[src/rtl/spim_pkg.sv]
package spim_pkg;

    localparam int unsigned WORD_W = 8;

    typedef enum logic [1:0] {
        ST_IDLE  = 2'd0,
        ST_LEAD  = 2'd1,
        ST_SHIFT = 2'd2
    } spim_state_e;

    typedef struct packed {
        logic load;
        logic sample;
        logic shift;
    } shop_t;

    function automatic int unsigned width_of(input int unsigned n);
        return (n > 1) ? $clog2(n) : 1;
    endfunction

endpackage

[src/rtl/spim_tick.sv]
module spim_tick #(
    parameter int unsigned HALF_DIV = 4
) (
    input  logic clk,
    input  logic rst,
    input  logic run,
    output logic tick
);
    import spim_pkg::*;

    localparam int unsigned CW = width_of(HALF_DIV);
    localparam logic [CW-1:0] LAST = CW'(HALF_DIV - 1);

    logic [CW-1:0] cnt;

    assign tick = run && (cnt == LAST);

    always_ff @(posedge clk) begin
        if (rst || !run) begin
            cnt <= '0;
        end else if (tick) begin
            cnt <= '0;
        end else begin
            cnt <= cnt + 1'b1;
        end
    end

    p_cnt_in_range_r4: assert property (@(posedge clk) disable iff (rst)
        cnt <= LAST);

endmodule

[src/rtl/spim_shreg.sv]
module spim_shreg #(
    parameter int unsigned W = 8
) (
    input  logic         clk,
    input  logic         rst,
    input  spim_pkg::shop_t op,
    input  logic [W-1:0] load_val,
    input  logic         miso,
    output logic         msb,
    output logic [W-1:0] next_word
);
    logic [W-1:0] sr;
    logic         samp;

    assign msb       = sr[W-1];
    assign next_word = {sr[W-2:0], samp};

    always_ff @(posedge clk) begin
        if (rst) begin
            sr   <= '0;
            samp <= 1'b0;
        end else begin
            if (op.load) begin
                sr <= load_val;
            end else if (op.shift) begin
                sr <= next_word;
            end
            if (op.sample) begin
                samp <= miso;
            end
        end
    end

    p_one_op_r5: assert property (@(posedge clk) disable iff (rst)
        $countones({op.load, op.sample, op.shift}) <= 1);

endmodule

[src/rtl/spim_cs_dec.sv]
module spim_cs_dec #(
    parameter int unsigned NUM_SLV = 3,
    parameter int unsigned SEL_W   = 2
) (
    input  logic               en,
    input  logic [SEL_W-1:0]   sel,
    output logic [NUM_SLV-1:0] cs_n
);
    for (genvar i = 0; i < NUM_SLV; i++) begin : g_line
        assign cs_n[i] = !(en && (sel == SEL_W'(i)));
    end
endmodule

[src/rtl/spi_mode3_master.sv]
module spi_mode3_master #(
    parameter int unsigned NUM_SLV  = 3,
    parameter int unsigned SEL_W    = 2,
    parameter int unsigned HALF_DIV = 4
) (
    input  logic               clk,
    input  logic               rst,
    input  logic               start,
    input  logic [7:0]         tx_byte,
    input  logic [SEL_W-1:0]   slv_sel,
    output logic               busy,
    output logic               done,
    output logic [7:0]         rx_byte,
    output logic               sclk,
    output logic               mosi,
    input  logic               miso,
    output logic [NUM_SLV-1:0] cs_n
);
    import spim_pkg::*;

    localparam int unsigned BCW = width_of(WORD_W);
    localparam logic [BCW-1:0] LAST_BIT = BCW'(WORD_W - 1);

    spim_state_e        state;
    logic               sck_q;
    logic [BCW-1:0]     bcnt;
    logic [SEL_W-1:0]   sel_q;
    logic               done_q;
    logic [WORD_W-1:0]  rx_q;
    logic               tick;
    logic               finish;
    shop_t              op;
    logic [WORD_W-1:0]  next_word;

    assign busy   = (state != ST_IDLE);
    assign done   = done_q;
    assign rx_byte = rx_q;
    assign sclk   = sck_q;
    assign finish = (state == ST_SHIFT) && tick && sck_q && (bcnt == LAST_BIT);

    always_comb begin
        op        = '0;
        op.load   = (state == ST_IDLE) && start;
        op.sample = (state == ST_SHIFT) && tick && !sck_q;
        op.shift  = (state == ST_SHIFT) && tick && sck_q;
    end

    spim_tick #(.HALF_DIV(HALF_DIV)) u_tick (
        .clk  (clk),
        .rst  (rst),
        .run  (busy),
        .tick (tick)
    );

    spim_shreg #(.W(WORD_W)) u_shreg (
        .clk       (clk),
        .rst       (rst),
        .op        (op),
        .load_val  (tx_byte),
        .miso      (miso),
        .msb       (mosi),
        .next_word (next_word)
    );

    spim_cs_dec #(.NUM_SLV(NUM_SLV), .SEL_W(SEL_W)) u_cs (
        .en   (busy),
        .sel  (sel_q),
        .cs_n (cs_n)
    );

    always_ff @(posedge clk) begin
        if (rst) begin
            state  <= ST_IDLE;
            sck_q  <= 1'b1;
            bcnt   <= '0;
            sel_q  <= '0;
            done_q <= 1'b0;
            rx_q   <= '0;
        end else begin
            done_q <= 1'b0;
            unique case (state)
                ST_IDLE: begin
                    sck_q <= 1'b1;
                    if (start) begin
                        sel_q <= slv_sel;
                        state <= ST_LEAD;
                    end
                end
                ST_LEAD: begin
                    if (tick) begin
                        sck_q <= 1'b0;
                        bcnt  <= '0;
                        state <= ST_SHIFT;
                    end
                end
                ST_SHIFT: begin
                    if (tick) begin
                        if (!sck_q) begin
                            sck_q <= 1'b1;
                        end else if (finish) begin
                            rx_q   <= next_word;
                            done_q <= 1'b1;
                            state  <= ST_IDLE;
                        end else begin
                            sck_q <= 1'b0;
                            bcnt  <= bcnt + 1'b1;
                        end
                    end
                end
                default: state <= ST_IDLE;
            endcase
        end
    end

    // Checking logic: cycles since the last clock or select change
    logic        sck_prev;
    logic        busy_prev;
    int unsigned gap;

    always_ff @(posedge clk) begin
        if (rst) begin
            sck_prev  <= 1'b1;
            busy_prev <= 1'b0;
            gap       <= 0;
        end else begin
            sck_prev  <= sck_q;
            busy_prev <= busy;
            if ((sck_q != sck_prev) || (busy != busy_prev)) begin
                gap <= 1;
            end else if (gap < HALF_DIV + 2) begin
                gap <= gap + 1;
            end
        end
    end

    p_sck_half_r4: assert property (@(posedge clk) disable iff (rst)
        (sck_q != sck_prev) |-> (gap == HALF_DIV));

    p_cs_trail_r4: assert property (@(posedge clk) disable iff (rst)
        (busy_prev && !busy) |-> (gap == HALF_DIV));

    p_idle_high_r3: assert property (@(posedge clk) disable iff (rst)
        !busy |-> sclk);

    p_cs_onehot_r2: assert property (@(posedge clk) disable iff (rst)
        $onehot0(~cs_n));

    p_done_pulse_r7: assert property (@(posedge clk) disable iff (rst)
        done |=> !done);

    p_mosi_fall_r5: assert property (@(posedge clk) disable iff (rst)
        (busy && $past(busy) && !$fell(sclk)) |-> $stable(mosi));

    p_no_restart_r8: assert property (@(posedge clk) disable iff (rst)
        (busy && $past(busy)) |-> $stable(cs_n));

endmodule

[config.mk]
export PLATFORM = sky130hd
export DESIGN_NAME = spi_mode3_master
export DESIGN_NICKNAME = d
export VERILOG_FILES = /design/src/rtl/spim_pkg.sv /design/src/rtl/spim_tick.sv /design/src/rtl/spim_shreg.sv /design/src/rtl/spim_cs_dec.sv /design/src/rtl/spi_mode3_master.sv
export SDC_FILE = /design/constraint.sdc
export NUM_CORES = 1
export LEC_CHECK = 0
export BUFFER_PORTS_ARGS = -buffer_cell sky130_fd_sc_hd__buf_2
export CORE_AREA = 2 2 69 71
export CTS_CLUSTER_SIZE = 25
export DETAILED_ROUTE_END_ITERATION = 8
export DIE_AREA = 0 0 71 73
export GPL_TIMING_DRIVEN = 0
export PLACE_DENSITY = 0.54
export SLEW_MARGIN = 20
export SYNTH_ARGS = -nofsm -noshare
export SYNTH_HDL_FRONTEND = slang
export SYNTH_SLANG_ARGS = --single-unit
[constraint.sdc]
create_clock -name clk -period 2.15 [get_ports clk]
set_clock_uncertainty 0.2 [all_clocks]
set_input_delay 0.1075 -clock clk [delete_from_list [all_inputs] [get_ports clk]]
set_output_delay 0.1075 -clock clk [all_outputs]
set_load 0.01 [all_outputs]
==> results of run 1 <==
critical path: stages, from the launching register on:
cell and delay (ns):
dfxtp_1 0.37, ha_1 0.16, ha_1 0.23, and3_1 0.18, clkbuf_1 0.30, nand3_1 0.15, a21oi_1 0.13
metrics by stage:
| stage | hold slack [ns] | utilization | power, mW |
|---|---|---|---|
| after CTS | 0.242 | 0.372 | 1.09 |
| final | 0.234 | 0.372 | 1.08 |
| after global placement | 0.155 | 0.328 | 0.657 |
| after detailed placement | 0.161 | 0.328 | 0.657 |
| after floorplan | 0.0435 | - | 0.622 |
| after global routing | 0.277 | 0.372 | 1.13 |
per-layer routing:
layer / track usage / wire length [um] / share of wire / vias up
met5: 0 / 0 / 0 / -
met4: 0.0503 / 44 / 0.014 / 0
met3: 0.0207 / 78 / 0.025 / 5
met2: 0.206 / 1460 / 0.47 / 17
met1: 0.161 / 1490 / 0.49 / 552
li1: - / - / - / 621
state kept, by name, summed over array words and instances, names as in the netlist:
name / count
rx_byte: 8
u_shreg.sr: 8
bcnt: 3
sel_q: 2
state: 2
u_tick.cnt: 2
done: 1
sclk: 1
u_shreg.samp: 1
cell families after synthesis:
| logic type | count (synthesis) | share of synthesized area |
|---|---|---|
| multiplexers | 4 | 0.0313 |
| AND/OR/NAND/NOR | 55 | 0.233 |
| adder cells (fa/ha/maj) | 3 | 0.0294 |
| buffers and inverters | 16 | 0.0685 |
| AO/OA/AOI/OAI | 41 | 0.200 |
| flip-flops | 28 | 0.438 |
area by class of cell:
class / count / share of cell area
multi-input combinational: 103 / 0.374
buffer: 12 / 0.0430
tap: 54 / 0.0400
timing repair buffer: 41 / 0.160
sequential: 28 / 0.332
clock inverter: 1 / 0.0178
inverter: 4 / 0.00890
clock buffer: 3 / 0.0245
what timing repair did:
item,CTS,global route
hold endpoints to repair,13,0
gates resized for setup,0,0
hold buffers,13,0
buffers inserted,0,0
worst paths after layout:
kind / start / to / slack, ns / cells after the start
worst max register to register: bcnt[0] / rx_byte[5] / 0.37 / 6
worst max-delay path: bcnt[0] / rx_byte[5] / 0.37 / 6
worst min-delay path: u_tick.cnt[0] / u_tick.cnt[0] / 0.23 / 1
worst min register to register: u_tick.cnt[0] / u_tick.cnt[0] / 0.23 / 1
synth_stat cells (all sizes together):
cell	n	area, um2
nand4	2	12.5
or3b	1	11.3
inv	4	15.0
nand3	9	45.0
a21oi	11	55.1
dfxtp	28	561
or3	1	6.26
and3	1	6.26
and4b	1	10.0
nor2	7	26.3
and4bb	1	12.5
mux2i	4	40.0
a21boi	1	7.51
ha	3	37.5
buf	7	53.8
nor3b	1	12.5
a22oi	1	7.51
nor4	1	6.26
nand2	19	71.3
nand2b	2	12.5
nor2b	2	12.5
or2	1	6.26
o21a	2	15.0
nor3	2	10.0
nor4b	1	8.76
o31ai	6	45.0
a31oi	6	37.5
clkbuf	5	18.8
a211oi	3	32.5
nor4bb	2	20.0
o21ai	11	55.1
nand3b	1	7.51
power breakdown:
group          leakage, nW  switching [mW]  internal [mW]
Combinational        0.421          0.0559         0.0579
Sequential           0.228          0.0126          0.536
Clock               0.0357           0.170          0.250
==> qor.yml, run 1 <==
status: "completed"
fill_cells: 487
fmax_mhz: 561
clk_pin_slew_ns: 0.10
p_per_area_mw_per_mm2: 641
grt_pass1_wl_um: 5080
hold_viol: 0
antenna_found_initial: 0
drc: 0
dpl.cell_count: 229
drtPass1Iterations: 4
ys_ff_latch: 28
clkSinkCount: 28
mostFrequentLayoutCells: "buf_2, dfxtp_1, nand2_1"
num_vias: 1195
cts_max_path_buffers: 2
drt_wl_total_um: 3080
register_area_um2: 561
cts_made_buffers: 3
grt_usage: 0.124
cts_tree: "done"
core_region_area_mm2: 0.00454
layout.nets: 210
drtAntennaViolNets: 0
ys_seq_area_frac: 0.438
place_ws_ns: 0.368
crit_required_ns: 2.16
multi_input_area_um2: 631
post_drt_via_cell_ratio: 4.86
finalNonFillerCells: 246
first_global_vias: 1136
htree_num_levels: 1
num_io_pins: 29
leakagePower_nw: 0.684
die_h_um: 73
crit_path_start_kind: "flip-flop"
synth.distinct_cells: 34
syn_nets: 164
layout_commonest_cell: "buf_2"
maxSlewViolCount: 0
tightest_slew_ns: 0.536
wl_per_cell_um: 12.5
layout_min_cycle_time_ns: 1.78
yosys_warnings: 0
min_path_type: "flip-flop to flip-flop"
syn_area_mm2: 0.00128
syn-instance-count: 147
grt_max_degree: 17
setup_violations: 0
design_area_mm2: 0.00169
period_share: 0.829
areaGrowthSynthToFinish_pct: 32.0
end_kind: "flip-flop"
gp_congestion: 0.695
postLayoutSetupSlackWorst_ns: 0.367
grt.overflow.total: 0
cap_viol_max_count: 0
synth_area_per_cell_um2: 8.70
crit_fanout: 8
crit_type: "flip-flop to flip-flop"
antenna_cells: 0
cts-root-buf: "clkbuf_8"
fp.dieArea_mm2: 0.00518
num_rows: 25
place_area_mm2: 0.00149
ir_worst_vdd_mv: 0.253
die_x_um: 71
drt-initial-drc-count: 61
start_util: 0.282
clk_latency_ns: 0.28
finalSetupTns_ns: 0
rsz0062_at_grt: "false"
relSlewSlack: 0.643
cp.arrival_ns: 1.80
drive_gt1_frac: 0.229
numPortBuffers: 28
hpwl_um: 2180
Note: power is estimated with default switching activity, not from simulation.
==> inputs of run 2 (changes only) <==
Settings changed: ABC_AREA set to 1, CORE_AREA 2 2 69 71 to 2 2 67 69, DIE_AREA 0 0 71 73 to 0 0 69 71, PLACE_DENSITY 0.54 to 0.57.
Clock period 2.15 ns to 1.6 ns, I/O delays scaled along.
==> qor.yml, run 2 <==
mostFrequentLayoutCells: "nand2_1, nor2_1, buf_2"
antenna_found_initial: 0  # unchanged
ys_top_cells_by_count: "nand2_1, nor2_1, dfxtp_1"
met3_length_um: 104  # +33%
top_layer: "met4"
clk_pin_slew_ns: 0.10  # about the same
end_kind: "flip-flop"
drc: 0  # unchanged
cpMaxStageDelayCell: "dfxtp_1"
cts_made_buffers: 3  # unchanged
holdWs_ns: 0.0324  # -0.202 ns
met2_length_um: 1200  # -18%
grt_usage: 0.113  # -0.0106
cap_viol_max_count: 0  # unchanged
leakagePower_nw: 0.757  # +11%
gp_congestion: 0.720  # +3.6%
drt_wl_total_um: 2810  # -8.9%
synth_top_area_cell: "dfxtp_1"
layout_commonest_cell: "nand2_1"
grt_pass1_wl_um: 4610  # -9.2%
cts-root-buf: "clkbuf_8"
synth_area_per_cell_um2: 7.13  # -18%
core_region_area_mm2: 0.00420  # -7.3%
num_rows: 24  # -4.0%
syn_area_mm2: 0.00122  # -4.6%
layout_min_cycle_time_ns: 1.51  # -0.271 ns
worstHoldStart: "rst"
cts_max_path_buffers: 2  # unchanged
crit_fanout: 7  # -1
r2r-start: "bcnt[1]"
p_per_area_mw_per_mm2: 859  # +34%
fp.dieArea_mm2: 0.00490  # -5.5%
setup_violations: 0  # unchanged
ys_ff_latch: 28  # unchanged
areaGrowthSynthToFinish_pct: 40.1
drtAntennaViolNets: 0  # unchanged
grt.overflow.total: 0  # unchanged
rr_worst_depth: 6  # unchanged
finalPower_mw: 1.47  # +36%
tightest_slew_ns: 0.375  # -0.160 ns
die_h_um: 71  # -2.7%
synth_top_area_frac: 0.459  # +0.0211
htree_num_levels: 1  # unchanged
ys_seq_area_frac: 0.459  # +0.0211
clkSinkCount: 28  # unchanged
worstHoldPathCells: 4  # +3
ys.flop_type: "dfxtp_1"
synth.distinct_cells: 17  # -50%
num_io_pins: 29  # unchanged
hold_viol: 0  # unchanged
status: "completed"
fmax_mhz: 661  # +18%
holdPathEnd: "u_shreg.sr[7]"
syn-instance-count: 171  # +16%
ir_worst_vdd_mv: 0.374  # +48%
synth-async-reset-ratio: 0  # unchanged
rrSetupSlack_ns: 0.09  # -0.28 ns
first_global_vias: 1021  # -10%
num_vias: 1157  # -3.2%
drtPass1Iterations: 4  # unchanged
synth_edf_count: 0  # unchanged
numPortBuffers: 27  # -3.6%
crit_type: "flip-flop to flip-flop"
post_drt_via_cell_ratio: 4.30  # -11%
cts_tree: "done"
crit_path_start_kind: "flip-flop"
min_path_type: "primary input to flip-flop"
drt-initial-drc-count: 56  # -8.2%
die_x_um: 69  # -2.8%
maxSlewViolCount: 0  # unchanged
rsz0062_at_grt: "false"
syn_nets: 188  # +15%
yosys_warnings: 0  # unchanged
cp.arrival_ns: 1.49  # -0.31 ns
period_share: 0.945  # +0.116
drive_gt1_frac: 0.281  # +0.0519
grt_max_degree: 17  # unchanged
layout.nets: 235  # +12%
start_util: 0.290  # +0.00825
clk_latency_ns: 0.27  # about the same
antenna_cells: 0  # unchanged
max_stage_delay_ns: 0.39  # +0.02 ns
cp_cell_sequence: "ha_4, ha_4, nand4_4, buf_4, a21oi_1, nor2_1"
hpwl_um: 1910  # -12%
crit_top_cell: "ha_4"
met1_length_um: 1470  # -1.5%
wl_per_cell_um: 10.4  # -17%
crit_required_ns: 1.58  # -0.58 ns
relSlewSlack: 0.749  # +0.106
regToRegEndpoint: "bcnt[0]"
ys_top_cells_by_area: "dfxtp_1, nand2_1, nor2_1"
==> run 2: cell count changes after synthesis, moves of 4 or more <==
cell	delta
o31ai_1	-6
mux2i_1	-4
clkbuf_1	-5
nand2_2	+4
o21ai_0	+7
a31oi_1	-6
nand2_1	+18
inv_1	+8
nor2_1	+30
==> run 2: area by class of cell <==
type                    instances  area, um2
plain buffers                   4       25.0
clock buffers                   3       41.3
clock inverters                 1       30.0
fillers                       465       2490
inverters                      15       60.1
multi-input cells             124        642
flip-flops and latches         28        564
well taps                      52       65.1
repair buffers                 42        282
==> run 2: power breakdown <==
part,total (mW),internal [mW],switching [mW]
logic,0.167,0.0737,0.0933
clock network,0.555,0.335,0.220
registers,0.745,0.724,0.0217
total,1.47,1.13,0.335
==> run 2: critical path: cells and delay by family (launching register included) <==
kind            cells  cell delay (ns)
simple gates        2             0.19
fa+ha+maj           2             0.27
flops               1             0.39
buf+inv             1             0.21
compound gates      1             0.13
==> run 2: worst max-delay path by stage <==
stage / from / to / slack (ns) / depth (start not counted)
floorplan: bcnt[0] / bcnt[0] / 0.15 / 6
global placement: bcnt[0] / rx_byte[5] / -0.02 / 6
detailed placement: bcnt[0] / rx_byte[5] / -0.04 / 6
CTS: bcnt[0] / rx_byte[1] / 0.003 / 6
global route: bcnt[1] / bcnt[2] / 0.0006 / 8
finish: bcnt[1] / bcnt[0] / 0.09 / 6
==> run 2: stage by stage <==
step                      cell area (um2)   util  std cells  setup WS, ns  setup TNS, ns
after floorplan                      1220      -        171         0.146              0
after global placement               1420  0.338        250       -0.0240        -0.0565
after detailed placement             1420  0.338        250       -0.0440         -0.123
after CTS                            1620  0.384        266       0.00279              0
after global routing                 1710  0.407        269      0.000560              0
final                                1710  0.407        269        0.0880              0
==> run 2: cells by family (layout without fill, tap and decap cells) <==
kind of cell / after synthesis / count (layout) / share of synthesized area
flops: 28 / 28 / 0.459
buf+inv: 19 / 65 / 0.0636
fa+ha+maj: 3 / 3 / 0.0308
compound gates: 29 / 29 / 0.122
simple gates: 92 / 92 / 0.324
==> run 2: timing repair <==
action / CTS / global route
pin swaps: 0 / 2
hold endpoints to repair: 17 / 0
resized for setup: 4 / 22
hold buffers: 12 / 0
cloned: 0 / 1
buffers inserted: 0 / 2
setup endpoints to repair: 9 / 13
==> run 2: layer usage <==
layer / global-route usage / vias up
met1: 0.163 / 493
met5: 0 / -
met3: 0.0185 / 4
li1: - / 636
met2: 0.173 / 24
met4: 0.0392 / 0
==> inputs of run 3 (changes only) <==
Settings changed: PLACE_DENSITY 0.57 to 0.55, SKIP_CTS_REPAIR_TIMING set to 1.
Clock period 1.6 ns to 1.51 ns, I/O delays scaled along.
==> qor.yml, run 3 (same netlist as run 2, synthesis figures left out) <==
cp.arrival_ns: 1.50  # about the same
utilization: 0.412  # +0.00506
finalPower_mw: 1.58  # +7.4%
period_share: 1.01  # +0.0629
rsz0062_at_grt: "true"
crit_required_ns: 1.49  # -0.09 ns
core_region_area_mm2: 0.00420  # unchanged
cts-root-buf: "clkbuf_8"
drive_gt1_frac: 0.306  # +0.0244
power.internal_mw: 1.20  # +6.2%
design_area_mm2: 0.00173  # +1.2%
cts_max_path_buffers: 2  # unchanged
p_per_area_mw_per_mm2: 911  # +6.1%
register_area_um2: 569  # +0.89%
layout.nets: 234  # -0.43%
crit_path_start_kind: "flip-flop"
violations: "negative hold slack, negative setup slack"
crit_type: "flip-flop to flip-flop"
gp_congestion: 0.720  # about the same
antenna_found_initial: 0  # unchanged
start_util: 0.290  # unchanged
multi_input_area_um2: 663  # +3.3%
grt.overflow.total: 0  # unchanged
grt_pass1_wl_um: 4560  # -1.1%
mostFrequentLayoutCells: "nand2_1, nor2_1, buf_2"
pwr-share-clk: 0.381  # +0.003
end_kind: "flip-flop"
cap_viol_max_count: 0  # unchanged
cts_tree: "done"
min_path_type: "primary input to flip-flop"
leakagePower_nw: 0.764  # +0.91%
fp.dieArea_mm2: 0.00490  # unchanged
maxSlewViolCount: 0  # unchanged
drt_wl_total_um: 2840  # +1.1%
grt_max_degree: 17  # unchanged
clk_latency_ns: 0.28  # about the same
first_global_vias: 1040  # +1.9%
crit_fanout: 8  # +1
areaGrowthSynthToFinish_pct: 41.8
p_comb_frac: 0.117  # +0.003
grt_usage: 0.115  # +0.00140
fmax_mhz: 657  # -0.65%
hold_viol: 1  # +1
status: "finished, violations left"
layout_min_cycle_time_ns: 1.52  # +0.00991 ns
cts_made_buffers: 3  # unchanged
drtAntennaViolNets: 0  # unchanged
holdWs_ns: -0.0820  # -0.114 ns
place_area_mm2: 0.00142  # unchanged
swShare: 0.237  # +0.00814
hpwl_um: 1930  # +0.70%
fill_cells: 455  # -2.2%
drtPass1Iterations: 4  # unchanged
htree_num_levels: 1  # unchanged
place_ws_ns: -0.139  # -0.0952 ns
postLayoutSetupSlackWorst_ns: -0.0119  # -0.0999 ns
setup_violations: 2  # +2
dpl.cell_count: 250  # unchanged
layout_commonest_cell: "nand2_1"
drc: 0  # unchanged
ir_worst_vdd_mv: 0.622  # +66%
die_x_um: 69  # unchanged
sequentialPowerShare: 0.502  # -0.006
finalNonFillerCells: 268  # -0.37%
power_switching_uw: 373  # +11%
num_rows: 24  # unchanged
drt-initial-drc-count: 29  # -48%
num_vias: 1162  # +0.43%
clk_pin_slew_ns: 0.10  # about the same
numPortBuffers: 27  # unchanged
clkSinkCount: 28  # unchanged
die_h_um: 71  # unchanged
finalSetupTns_ns: -0.0135  # -0.0135 ns
post_drt_via_cell_ratio: 4.34  # +0.81%
relSlewSlack: 0.734  # -0.0146
antenna_cells: 0  # unchanged
wl_per_cell_um: 10.6  # +1.4%
num_io_pins: 29  # unchanged
tightest_slew_ns: 0.397  # +0.0218 ns
run 3: cell count changes in the layout (fill, tap and decap cells not counted), sizes merged:
cell,previous run,this run
dlygate4sd3,12,11
run 3: path summary, 6_finish.rpt:
kind | cells after the start | start | slack (ns) | to
setup reg to reg | 6 | bcnt[0] | -0.01 | rx_byte[3]
setup / recovery | 6 | bcnt[0] | -0.01 | rx_byte[3]
hold reg to reg | 1 | u_tick.cnt[0] | 0.24 | u_tick.cnt[0]
hold / removal | 5 | tx_byte[3] | -0.08 | u_shreg.sr[3]
run 3: critical path, stage by stage (launching register included):
cell	delay, ns
dfxtp_2	0.36
ha_4	0.17
ha_4	0.16
nand4_4	0.12
clkinvlp_4	0.22
nor2_1	0.15
nor2_1	0.05
run 3: cell type report:
class                   instances  area share
plain buffers                   4      0.0159
inverters                      15      0.0362
clock buffers                   3      0.0239
well taps                      52      0.0376
flip-flops and latches         28       0.329
clock inverters                 1      0.0174
repair buffers                 41       0.157
multi-input cells             124       0.383
run 3: power by group through the flow:
stage               sequential (mW)  combinational (mW)  clock [mW]
floorplan                     0.801               0.102           0
global placement              0.805               0.152           0
detailed placement            0.804               0.152           0
CTS                           0.788               0.154       0.615
global route                  0.795               0.213       0.648
finish                        0.791               0.184       0.600
run 3: metal layers:
| metal | GRT usage | up-vias | share of wire |
|---|---|---|---|
| li1 | - | 636 | - |
| met1 | 0.149 | 501 | 0.50 |
| met2 | 0.183 | 23 | 0.45 |
| met3 | 0.0271 | 2 | 0.040 |
| met4 | 0.0523 | 0 | 0.0081 |
| met5 | 0 | - | 0 |
